<file path="src/rtl/rrq_pkg.sv">
package rrq_pkg;

    localparam int unsigned DEF_NUM_BUF = 16;
    localparam int unsigned DEF_BYTE_W  = 8;

    // Width of the byte-lane select for a given buffer count.
    function automatic int unsigned lane_bits(input int unsigned nbuf, input int unsigned bw);
        int unsigned n;
        n = nbuf / bw;
        return (n <= 1) ? 1 : $clog2(n);
    endfunction

endpackage

</file>
<file path="src/rtl/rrq_event_merge.sv">
// Folds hardware strobes and host write data into one set and one clear vector.
module rrq_event_merge #(
    parameter int unsigned NUM_BUF = rrq_pkg::DEF_NUM_BUF,
    parameter int unsigned BYTE_W  = rrq_pkg::DEF_BYTE_W,
    localparam int unsigned LANES  = NUM_BUF / BYTE_W,
    localparam int unsigned LANE_W = rrq_pkg::lane_bits(NUM_BUF, BYTE_W)
) (
    input  logic [NUM_BUF-1:0] rx_remote_done,
    input  logic [NUM_BUF-1:0] rx_data_done,
    input  logic [NUM_BUF-1:0] tx_done,
    input  logic [LANE_W-1:0]  bus_lane,
    input  logic               bus_wr,
    input  logic [BYTE_W-1:0]  bus_wdata,
    output logic [NUM_BUF-1:0] set_vec,
    output logic [NUM_BUF-1:0] clr_vec
);

    logic [NUM_BUF-1:0] host_clr;

    for (genvar l = 0; l < LANES; l++) begin : g_lane
        // Only zero bits of the written byte request a clear.
        assign host_clr[l*BYTE_W +: BYTE_W] =
            (bus_wr && (bus_lane == LANE_W'(l))) ? ~bus_wdata : '0;
    end

    assign set_vec = rx_remote_done;
    assign clr_vec = host_clr | rx_data_done | tx_done;

endmodule

</file>
<file path="src/rtl/rrq_flag_bank.sv">
// One sticky flag per buffer; a set outranks every clear.
module rrq_flag_bank #(
    parameter int unsigned NUM_BUF = rrq_pkg::DEF_NUM_BUF
) (
    input  logic               clk,
    input  logic               rst,
    input  logic [NUM_BUF-1:0] set_vec,
    input  logic [NUM_BUF-1:0] clr_vec,
    output logic [NUM_BUF-1:0] flag_q
);

    for (genvar b = 0; b < NUM_BUF; b++) begin : g_cell
        always_ff @(posedge clk) begin
            if (rst) begin
                flag_q[b] <= 1'b0;
            end else if (set_vec[b]) begin
                flag_q[b] <= 1'b1;
            end else if (clr_vec[b]) begin
                flag_q[b] <= 1'b0;
            end
        end
    end

endmodule

</file>
<file path="src/rtl/rrq_read_port.sv">
// Registered byte read; read-modify-write reads return all ones.
module rrq_read_port #(
    parameter int unsigned NUM_BUF = rrq_pkg::DEF_NUM_BUF,
    parameter int unsigned BYTE_W  = rrq_pkg::DEF_BYTE_W,
    localparam int unsigned LANES  = NUM_BUF / BYTE_W,
    localparam int unsigned LANE_W = rrq_pkg::lane_bits(NUM_BUF, BYTE_W)
) (
    input  logic               clk,
    input  logic               rst,
    input  logic [NUM_BUF-1:0] flag_q,
    input  logic [LANE_W-1:0]  bus_lane,
    input  logic               bus_rd,
    input  logic               bus_rmw,
    output logic [BYTE_W-1:0]  bus_rdata
);

    logic [BYTE_W-1:0] lane_v [LANES];

    for (genvar l = 0; l < LANES; l++) begin : g_view
        assign lane_v[l] = flag_q[l*BYTE_W +: BYTE_W];
    end

    always_ff @(posedge clk) begin
        if (rst) begin
            bus_rdata <= '0;
        end else if (bus_rd) begin
            bus_rdata <= bus_rmw ? '1 : lane_v[bus_lane];
        end
    end

endmodule

</file>
<file path="src/rtl/remote_req_flags.sv">
module remote_req_flags #(
    parameter int unsigned NUM_BUF = rrq_pkg::DEF_NUM_BUF,
    parameter int unsigned BYTE_W  = rrq_pkg::DEF_BYTE_W,
    localparam int unsigned LANE_W = rrq_pkg::lane_bits(NUM_BUF, BYTE_W)
) (
    input  logic               clk,
    input  logic               rst,
    input  logic [NUM_BUF-1:0] rx_remote_done,
    input  logic [NUM_BUF-1:0] rx_data_done,
    input  logic [NUM_BUF-1:0] tx_done,
    input  logic [LANE_W-1:0]  bus_lane,
    input  logic               bus_wr,
    input  logic               bus_rd,
    input  logic               bus_rmw,
    input  logic [BYTE_W-1:0]  bus_wdata,
    output logic [BYTE_W-1:0]  bus_rdata,
    output logic               any_pending
);

    logic [NUM_BUF-1:0] set_vec;
    logic [NUM_BUF-1:0] clr_vec;
    logic [NUM_BUF-1:0] flag_q;

    rrq_event_merge #(.NUM_BUF(NUM_BUF), .BYTE_W(BYTE_W)) u_merge (
        .rx_remote_done(rx_remote_done),
        .rx_data_done  (rx_data_done),
        .tx_done       (tx_done),
        .bus_lane      (bus_lane),
        .bus_wr        (bus_wr),
        .bus_wdata     (bus_wdata),
        .set_vec       (set_vec),
        .clr_vec       (clr_vec)
    );

    rrq_flag_bank #(.NUM_BUF(NUM_BUF)) u_bank (
        .clk    (clk),
        .rst    (rst),
        .set_vec(set_vec),
        .clr_vec(clr_vec),
        .flag_q (flag_q)
    );

    rrq_read_port #(.NUM_BUF(NUM_BUF), .BYTE_W(BYTE_W)) u_read (
        .clk      (clk),
        .rst      (rst),
        .flag_q   (flag_q),
        .bus_lane (bus_lane),
        .bus_rd   (bus_rd),
        .bus_rmw  (bus_rmw),
        .bus_rdata(bus_rdata)
    );

    assign any_pending = |flag_q;

endmodule

</file>
<file path="config.mk">
export PLATFORM = sky130hd
export DESIGN_NAME = remote_req_flags
export DESIGN_NICKNAME = d
export VERILOG_FILES = /design/src/rtl/rrq_pkg.sv /design/src/rtl/rrq_event_merge.sv /design/src/rtl/rrq_flag_bank.sv /design/src/rtl/rrq_read_port.sv /design/src/rtl/remote_req_flags.sv
export SDC_FILE = /design/constraint.sdc
export NUM_CORES = 1
export LEC_CHECK = 0
export CORE_UTILIZATION = 25
export DETAILED_ROUTE_END_ITERATION = 10
export DONT_BUFFER_PORTS = 1
export MAX_ROUTING_LAYER = met4
export PLACE_DENSITY_LB_ADDON = 0.1
export SLEW_MARGIN = 0
export SYNTH_ARGS = -nofsm -noshare
export SYNTH_HDL_FRONTEND = slang
export SYNTH_HIERARCHICAL = 1
export SYNTH_SLANG_ARGS = --single-unit
export TNS_END_PERCENT = 30
</file>
<file path="constraint.sdc">
create_clock -name clk -period 0.8 [get_ports clk]
set_input_delay 0.08 -clock clk [delete_from_list [all_inputs] [get_ports clk]]
set_output_delay 0.08 -clock clk [all_outputs]
set_load 0.01 [all_outputs]
</file>
==> impl_metrics.toml, run 1 <==
[outcome]
outcome = "finished with violations"
violations = "negative hold slack, negative setup slack"

[synthesis]
syn_area_um2 = 1420
avgSynthCellArea_um2 = 9.01
synth-seq-area-share_pct = 33.7
synth_compound_area_share_pct = 25.1
yosysUniqueCellTypes = 18
syn_inst = 158
yosys_warnings = 6
synth.area.mux_share_pct = 5.62
synth_top_family_by_area = "compound AO/OA/AOI/OAI gates"
ys_ff_latch = 24
synth.net_count = 220
synthXorXnorAreaFrac_pct = 0
synth-adder-area-share_pct = 0
yosys.area_share.simple_pct = 18.3

[final_layout]
drive_gt1_share_pct = 62.2
regArea_um2 = 517
num_antenna_cells = 0
layout_commonest_cell = "nor2_1"
mostFrequentLayoutCells = "nor2_1, dfxtp_2"
fillCellCount = 594
nets = 228
areaGrowthSynthToFinish_pct = 24.9
multi_input_area_um2 = 822

[setup_path]
critPathMaxStageDelay_ns = 0.34
start_kind = "flip-flop"
cp_top_family = "simple AND/OR/NAND/NOR gates"
path_class = "reg2out"
cp.depth = 2
r2r_cells = 3
cp.buffers_inverters = 0
crit_start = "u_bank/flag_q[3]"
cp-end-kind = "primary output"
cp_max_fo = 2
crit_required_ns = 0.72
path_cells = "nor4_2 -> nand4_1"
worst_r2r_startpoint = "u_bank/flag_q[13]"
worstPathArrival_ns = 1.10
cpMaxStageDelayCell = "dfxtp_2"

[clock_network]
ctsRootBufferMaster = "clkbuf_8"
clock-sinks = 24
clockBufferDepth = 2
insertion_delay_ns = 0.26
numCtsBuffers = 3
htree_levels = 1
cts_tree = "yes"
cts.clk_slew.worst_paths_ns = 0.08

[grt]
antenna_found_initial = 0
grt_pass1_vias = 1116
gr-usage-all-layers_pct = 11.7
grt.overflow.total = 0
grt_pass1_wl_mm = 5.21
grt_max_degree = 25

[pwr]
power_switching_mw = 0.646
leakage_nw = 0.660
p_int_mw = 1.94
clkPwrFrac_pct = 26.9
ir_drop_uv = 721
p_comb_share_pct = 20.3
power_density_nw_per_um2 = 1460
seqPwrFrac_pct = 52.8
sw_frac_of_total_pct = 25.0

[flow_run]
maxCapViolCount = 0

[hold_path]
hold_path_class = "in2reg"
hp-start = "rst"
worstHoldPathCells = 1

[floorplanning]
die_h_um = 77.5
initial_core_util_pct = 25.9
ios = 71
core_um2 = 5510
row_count = 27
die_w_um = 77.5
dieArea_um2 = 6000

[placed_design]
io_buffers = 0
pre_cts_slack_ns = -0.136
gp_congestion = 0.735
hpwl_mm = 2.61

[sta]
setup_ws_ns = -0.378
whs_ns = -0.136
tightest_slew_ns = 0.273
min_period_over_period_pct = 147
relSlewSlack_pct = 81.7
setup_viol = 9
rsz0062_at_grt = "yes"
finClkSkew_ns = 0.00112
max_freq_ghz = 0.849
slew_viol_final = 0
setup_tns_ns = -0.486
hold_viol_final = 24
fin_crit_ns = 1.18

[detailed_routing]
vias_per_cell = 4.38
wirelength_mm = 3.26
drtIter0Drc = 12
first_pass_iters = 3
drcViolationCount = 0
vias = 1034
wl_per_cell_um = 13.8
ant_nets = 0
-- synth_stat cells (all sizes together) --
cell	instances	share of area [%]
nand4	1	0.44
o21ai	16	9.8
nand2	1	0.79
a21oi	16	8.3
inv	16	4.2
nor4	4	1.8
nor2	24	6.3
a211oi	8	7.0
mux2i	8	5.6
buf	22	13
nand2b	17	8.0
nor2b	1	0.97
dfxtp	24	34
-- flip-flops by register name, summed over array words and instances (netlist names) --
register          cells
u_read/bus_rdata      8
u_bank/flag_q        16
-- routing by layer --
layer  track usage [%]  wire (um)  vias up
met5                 -          0        -
met4              3.21         16        0
met3              3.41        164        2
met2              20.3       1710       40
met1              12.9       1370      473
li1                  -          -      519
-- final timing paths --
| check | to | slack [ns] |
|---|---|---|
| min reg2reg | u_read/bus_rdata[3] | 0.52 |
| max | any_pending | -0.38 |
| max reg2reg | u_read/bus_rdata[5] | -0.04 |
| min | u_read/bus_rdata[0] | -0.14 |
-- metrics by stage --
stage / total power [mW] / instances / utilization, % / area, um^2 / hold slack [ns]
6_report: 2.59 / 236 / 32.3 / 1780 / -0.136
5_1_grt: 2.73 / 236 / 32.3 / 1780 / -0.162
3_5_place_dp: 1.78 / 231 / 27.3 / 1500 / 0.149
2_1_floorplan: 1.72 / 158 / - / 1420 / 0.268
4_1_cts: 2.58 / 235 / 30.3 / 1670 / -0.147
3_3_place_gp: 1.77 / 231 / 27.3 / 1500 / 0.149
-- power by group through the flow --
stage | registers (mW) | logic [mW] | clock network (mW)
floorplan | 1.36 | 0.357 | 0
global placement | 1.35 | 0.422 | 0
CTS | 1.35 | 0.483 | 0.742
detailed placement | 1.35 | 0.426 | 0
finish | 1.37 | 0.525 | 0.696
global route | 1.38 | 0.572 | 0.784
-- cell families (layout without fill, tap and decap cells) --
group / Yosys count / after routing
AOI/OAI and AO/OA: 40 / 40
buffers and inverters: 38 / 44
muxes: 8 / 8
DFF: 24 / 24
and+or+nand+nor: 48 / 48
-- area by class of cell --
type                    instances  area share [%]
multi-input cells              96            46.2
well taps                      72            5.07
inverters                      16            3.38
repair buffers                 25            13.9
flip-flops and latches         24            29.1
clock buffers                   3            2.32
-- timing repair --
action / CTS / global route
resized for setup: 37 / 26
pin swaps: 8 / 5
buffers inserted: 2 / 1
hold endpoints to repair: 24 / 24
setup endpoints to repair: 17 / 21
Power figures use the tool's default switching activity.
==> inputs of run 2 (changes only) <==
Settings changed: SKIP_CTS_REPAIR_TIMING from default to 1.
==> run 2 against run 1 <==
Against the previous run:
- the flow still finishes with violations (negative hold slack, negative setup slack)
- first-iteration DRC count increased by 75%
- utilization is 0.34 points lower
- critical path depth is the same
- wire length decreased by 0.46%
- non-clock buffer count down 2
- count of clock-buffer cells in the layout is the same
- critical path type unchanged
==> impl_metrics.toml, run 2 (synthesis results as in run 1) <==
[sta]
setup_viol = 7
max_freq_ghz = 0.851
finClkSkew_ns = 0.00126
hold_viol_final = 24
tightest_slew_ns = 0.275
setup_ws_ns = -0.374
whs_ns = -0.136
fin_crit_ns = 1.17
setup_tns_ns = -0.440
rsz0062_at_grt = "yes"
slew_viol_final = 0
min_period_over_period_pct = 147
relSlewSlack_pct = 81.2

[pwr]
total_power_mw = 2.58
ir_drop_uv = 744
leakage_nw = 0.652
power_density_nw_per_um2 = 1460

[floorplanning]
die_h_um = 77.5
row_count = 27
die_w_um = 77.5
ios = 71
core_um2 = 5510
initial_core_util_pct = 25.9
dieArea_um2 = 6000

[setup_path]
worstPathArrival_ns = 1.09
start_kind = "flip-flop"
path_class = "reg2out"
r2r_setup_slack_ns = -0.03
cp_max_fo = 2
worst_r2r_startpoint = "u_bank/flag_q[8]"
crit_required_ns = 0.72
r2r_cells = 2
worstReg2RegEnd = "u_read/bus_rdata[0]"
cp-end-kind = "primary output"

[detailed_routing]
ant_nets = 0
drcViolationCount = 0
wirelength_mm = 3.24
drtIter0Drc = 21
vias = 1034
first_pass_iters = 2
wl_per_cell_um = 13.9
vias_per_cell = 4.42

[clock_network]
cts_tree = "yes"
clock-sinks = 24
cts.clk_slew.worst_paths_ns = 0.08
ctsRootBufferMaster = "clkbuf_8"
numCtsBuffers = 3
clockBufferDepth = 2
insertion_delay_ns = 0.26
htree_levels = 1

[final_layout]
areaGrowthSynthToFinish_pct = 23.6
fillCellCount = 592
reg.largest.list = "u_bank/flag_q (16), u_read/bus_rdata (8)"
largest_register_ffs = 16
num_antenna_cells = 0
largest_register = "u_bank/flag_q"
nets = 226
layout.core_utilization_pct = 31.9
layout_commonest_cell = "nor2_1"
mostFrequentLayoutCells = "nor2_1, dfxtp_2"
drive_gt1_share_pct = 61.1

[grt]
grt.overflow.total = 0
grt_max_degree = 25
grt_pass1_vias = 1098
grt_pass1_wl_mm = 5.27
gr-usage-all-layers_pct = 11.8
antenna_found_initial = 0

[hold_path]
worstHoldPathCells = 1
hold_path_class = "in2reg"
hp-start = "rst"
hold_end = "u_read/bus_rdata[0]"

[outcome]
violations = "negative hold slack, negative setup slack"
outcome = "finished with violations"

[placed_design]
gp_congestion = 0.735
io_buffers = 0
pre_cts_slack_ns = -0.136
hpwl_mm = 2.61

[flow_run]
maxCapViolCount = 0
run 2: layout make-up:
class                      count  area, um^2  share of cell area (%)
clock buffer                   3        41.3                    2.35
inverter                      16        60.1                    3.41
multi-input combinational     96         818                    46.5
sequential                    24         517                    29.4
tap                           72        90.1                    5.12
timing repair buffer          23         233                    13.2
run 2: worst max path at each step:
stage	startpoint	endpoint	slack (ns)	cells after the start
6_report	u_bank/flag_q[12]	any_pending	-0.37	2
5_1_grt	u_bank/flag_q[0]	any_pending	-0.46	2
4_1_cts	u_bank/flag_q[2]	any_pending	-0.44	2
3_5_place_dp	u_bank/flag_q[2]	any_pending	-0.14	2
3_3_place_gp	u_bank/flag_q[2]	any_pending	-0.13	2
2_1_floorplan	u_bank/flag_q[2]	any_pending	-0.007	2
run 2: worst max-delay path, cell delays in order, from the launching register on:
cell     delay (ns)
dfxtp_2        0.34
nor4_2         0.27
nand4_1        0.23
run 2: where the power goes:
group	leakage, nW	switching, mW	total [mW]	internal, mW
Combinational	0.423	0.201	0.511	0.310
Clock	0.0216	0.359	0.696	0.336
Sequential	0.207	0.0832	1.37	1.29
Total	0.652	0.644	2.58	1.93
run 2: through the flow:
stage	hold slack [ns]	cells	cell area, um^2
final	-0.136	234	1760
after global routing	-0.162	234	1760
after floorplan	0.268	158	1420
after CTS	-0.139	234	1540
after global placement	0.149	231	1500
after detailed placement	0.149	231	1500
run 2: per-layer routing:
metal	part of all wire [%]	global-route usage (%)	vias up
met5	0	-	-
met4	1.9	3.02	0
met3	5.5	3.41	6
met2	50	19.8	44
met1	42	13.6	467
li1	-	-	517
==> inputs of run 3 (changes only) <==
Settings changed: CELL_PAD_IN_SITES_DETAIL_PLACEMENT from default to 1, CELL_PAD_IN_SITES_GLOBAL_PLACEMENT from default to 1.
==> run 3 against run 2 <==
Against the previous run:
- the flow still finishes with violations (negative hold slack, negative setup slack)
- clock skew rose by 0.0035 ns
- count of clock-buffer cells in the layout unchanged
- non-clock buffer count shrank 1
- final area shrank 3.3%
- fmax about the same
- register-to-register slack worse by 0.03 ns
- highest routed layer unchanged
- combinational power decreased by 5.9%
- first-iteration DRC count grew 24%
- sequential share of layout area grew 0.43 points
- largest power group unchanged
- die area did not move
- wire length increased by 4.2%
==> impl_metrics.toml, run 3 (synthesis results as in run 1) <==
[outcome]
outcome = "finished with violations"
violations = "negative hold slack, negative setup slack"

[clock_network]
cts.clk_slew.worst_paths_ns = 0.09
clock-sinks = 24
ctsRootBufferMaster = "clkbuf_8"
htree_levels = 1
insertion_delay_ns = 0.27
numCtsBuffers = 3
cts_tree = "yes"
clockBufferDepth = 2

[sta]
rsz0062_at_grt = "yes"
fin_crit_ns = 1.17
setup_tns_ns = -0.498
slew_viol_final = 0
finClkSkew_ns = 0.00477
setup_ws_ns = -0.374
whs_ns = -0.146
min_period_over_period_pct = 147
relSlewSlack_pct = 80.5
max_freq_ghz = 0.852
tightest_slew_ns = 0.292
hold_viol_final = 24
setup_viol = 7

[floorplanning]
die_w_um = 77.5
die_h_um = 77.5
ios = 71
row_count = 27
dieArea_um2 = 6000
initial_core_util_pct = 25.9
core_um2 = 5510

[final_layout]
fillCellCount = 640
nets = 225
largest_register = "u_bank/flag_q"
areaGrowthSynthToFinish_pct = 19.4
num_antenna_cells = 0
reg.largest.list = "u_bank/flag_q (16), u_read/bus_rdata (8)"
largest_register_ffs = 16
mostFrequentLayoutCells = "nor2_1, dfxtp_2, inv_1, nand2b_1, o21ai_2"
layout_commonest_cell = "nor2_1"
drive_gt1_share_pct = 57.4

[setup_path]
r2r_cells = 3
start_kind = "flip-flop"
cp_max_fo = 2
r2r_setup_slack_ns = -0.06
crit_start = "u_bank/flag_q[7]"
worst_r2r_startpoint = "u_bank/flag_q[0]"
worstPathArrival_ns = 1.09
crit_end = "any_pending"
cp-end-kind = "primary output"
worstReg2RegEnd = "u_read/bus_rdata[0]"
crit_required_ns = 0.72
path_class = "reg2out"

[placed_design]
gp_congestion = 0.705
io_buffers = 0
hpwl_mm = 2.75
pre_cts_slack_ns = -0.127

[grt]
gr-usage-all-layers_pct = 12.2
grt_pass1_vias = 1086
met2_usage_pct = 21.0
grt.overflow.total = 0
grt_max_degree = 25
antenna_found_initial = 0
grt_use_met3_pct = 3.18
busiest_layer = "met2"
grt.met1_usage_pct = 14.2
grt_pass1_wl_mm = 5.37

[detailed_routing]
first_pass_iters = 4
vias = 1021
wirelength_mm = 3.38
ant_nets = 0
vias_per_cell = 4.36
drtIter0Drc = 26
drcViolationCount = 0
wl_per_cell_um = 14.4

[pwr]
ir_drop_uv = 638
sw_frac_of_total_pct = 22.6
power_density_nw_per_um2 = 1700
p_comb_share_pct = 16.7
power_switching_mw = 0.653
clkPwrFrac_pct = 36.6
p_int_mw = 2.23
seqPwrFrac_pct = 46.7
leakage_nw = 0.643

[hold_path]
hold_path_class = "in2reg"

[flow_run]
maxCapViolCount = 0
==> run 3: power groups by stage <==
stage	Sequential (mW)	Combinational (mW)	Clock, mW
after floorplan	1.36	0.357	0
after global placement	1.35	0.417	0
after detailed placement	1.35	0.424	0
after CTS	1.32	0.427	1.10
after global routing	1.36	0.530	1.13
final	1.35	0.481	1.06
==> run 3: critical path: stages, from the launching register on <==
cell	delay (ns)
dfxtp_2	0.34
nor4_1	0.26
nand4_1	0.22
==> run 3: worst min-delay path by stage <==
stage                     from                   to  slack [ns]  depth (start not counted)
after floorplan            rst     u_bank/flag_q[0]        0.27                          2
after global placement     rst     u_bank/flag_q[8]        0.15                          1
after detailed placement   rst  u_read/bus_rdata[6]        0.15                          1
after CTS                  rst  u_read/bus_rdata[6]       -0.15                          1
after global routing       rst  u_read/bus_rdata[6]       -0.16                          1
final                      rst  u_read/bus_rdata[6]       -0.15                          1
==> run 3: per-layer routing <==
layer / wire length [um] / vias to the layer above
li1: - / 512
met1: 1510 / 465
met2: 1670 / 42
met3: 176 / 2
met4: 24 / 0
met5: 0 / -
==> run 3: cell type report <==
cell class / instances / area, um^2 / area share, %
multi-input cells: 96 / 773 / 45.5
flip-flops and latches: 24 / 507 / 29.8
repair buffers: 22 / 199 / 11.7
well taps: 72 / 90.1 / 5.30
inverters: 16 / 60.1 / 3.53
clock buffers: 3 / 41.3 / 2.43
clock inverters: 1 / 30.0 / 1.77
==> run 3: metrics by stage <==
| step | instance area (um^2) | instances | hold WS, ns | util (%) | power [mW] |
|---|---|---|---|---|---|
| after floorplan | 1420 | 158 | 0.268 | - | 1.72 |
| after global placement | 1490 | 230 | 0.149 | 27.1 | 1.77 |
| after detailed placement | 1490 | 230 | 0.150 | 27.1 | 1.78 |
| after CTS | 1570 | 234 | -0.147 | 28.4 | 2.85 |
| after global routing | 1700 | 234 | -0.158 | 30.9 | 3.02 |
| final | 1700 | 234 | -0.146 | 30.9 | 2.89 |
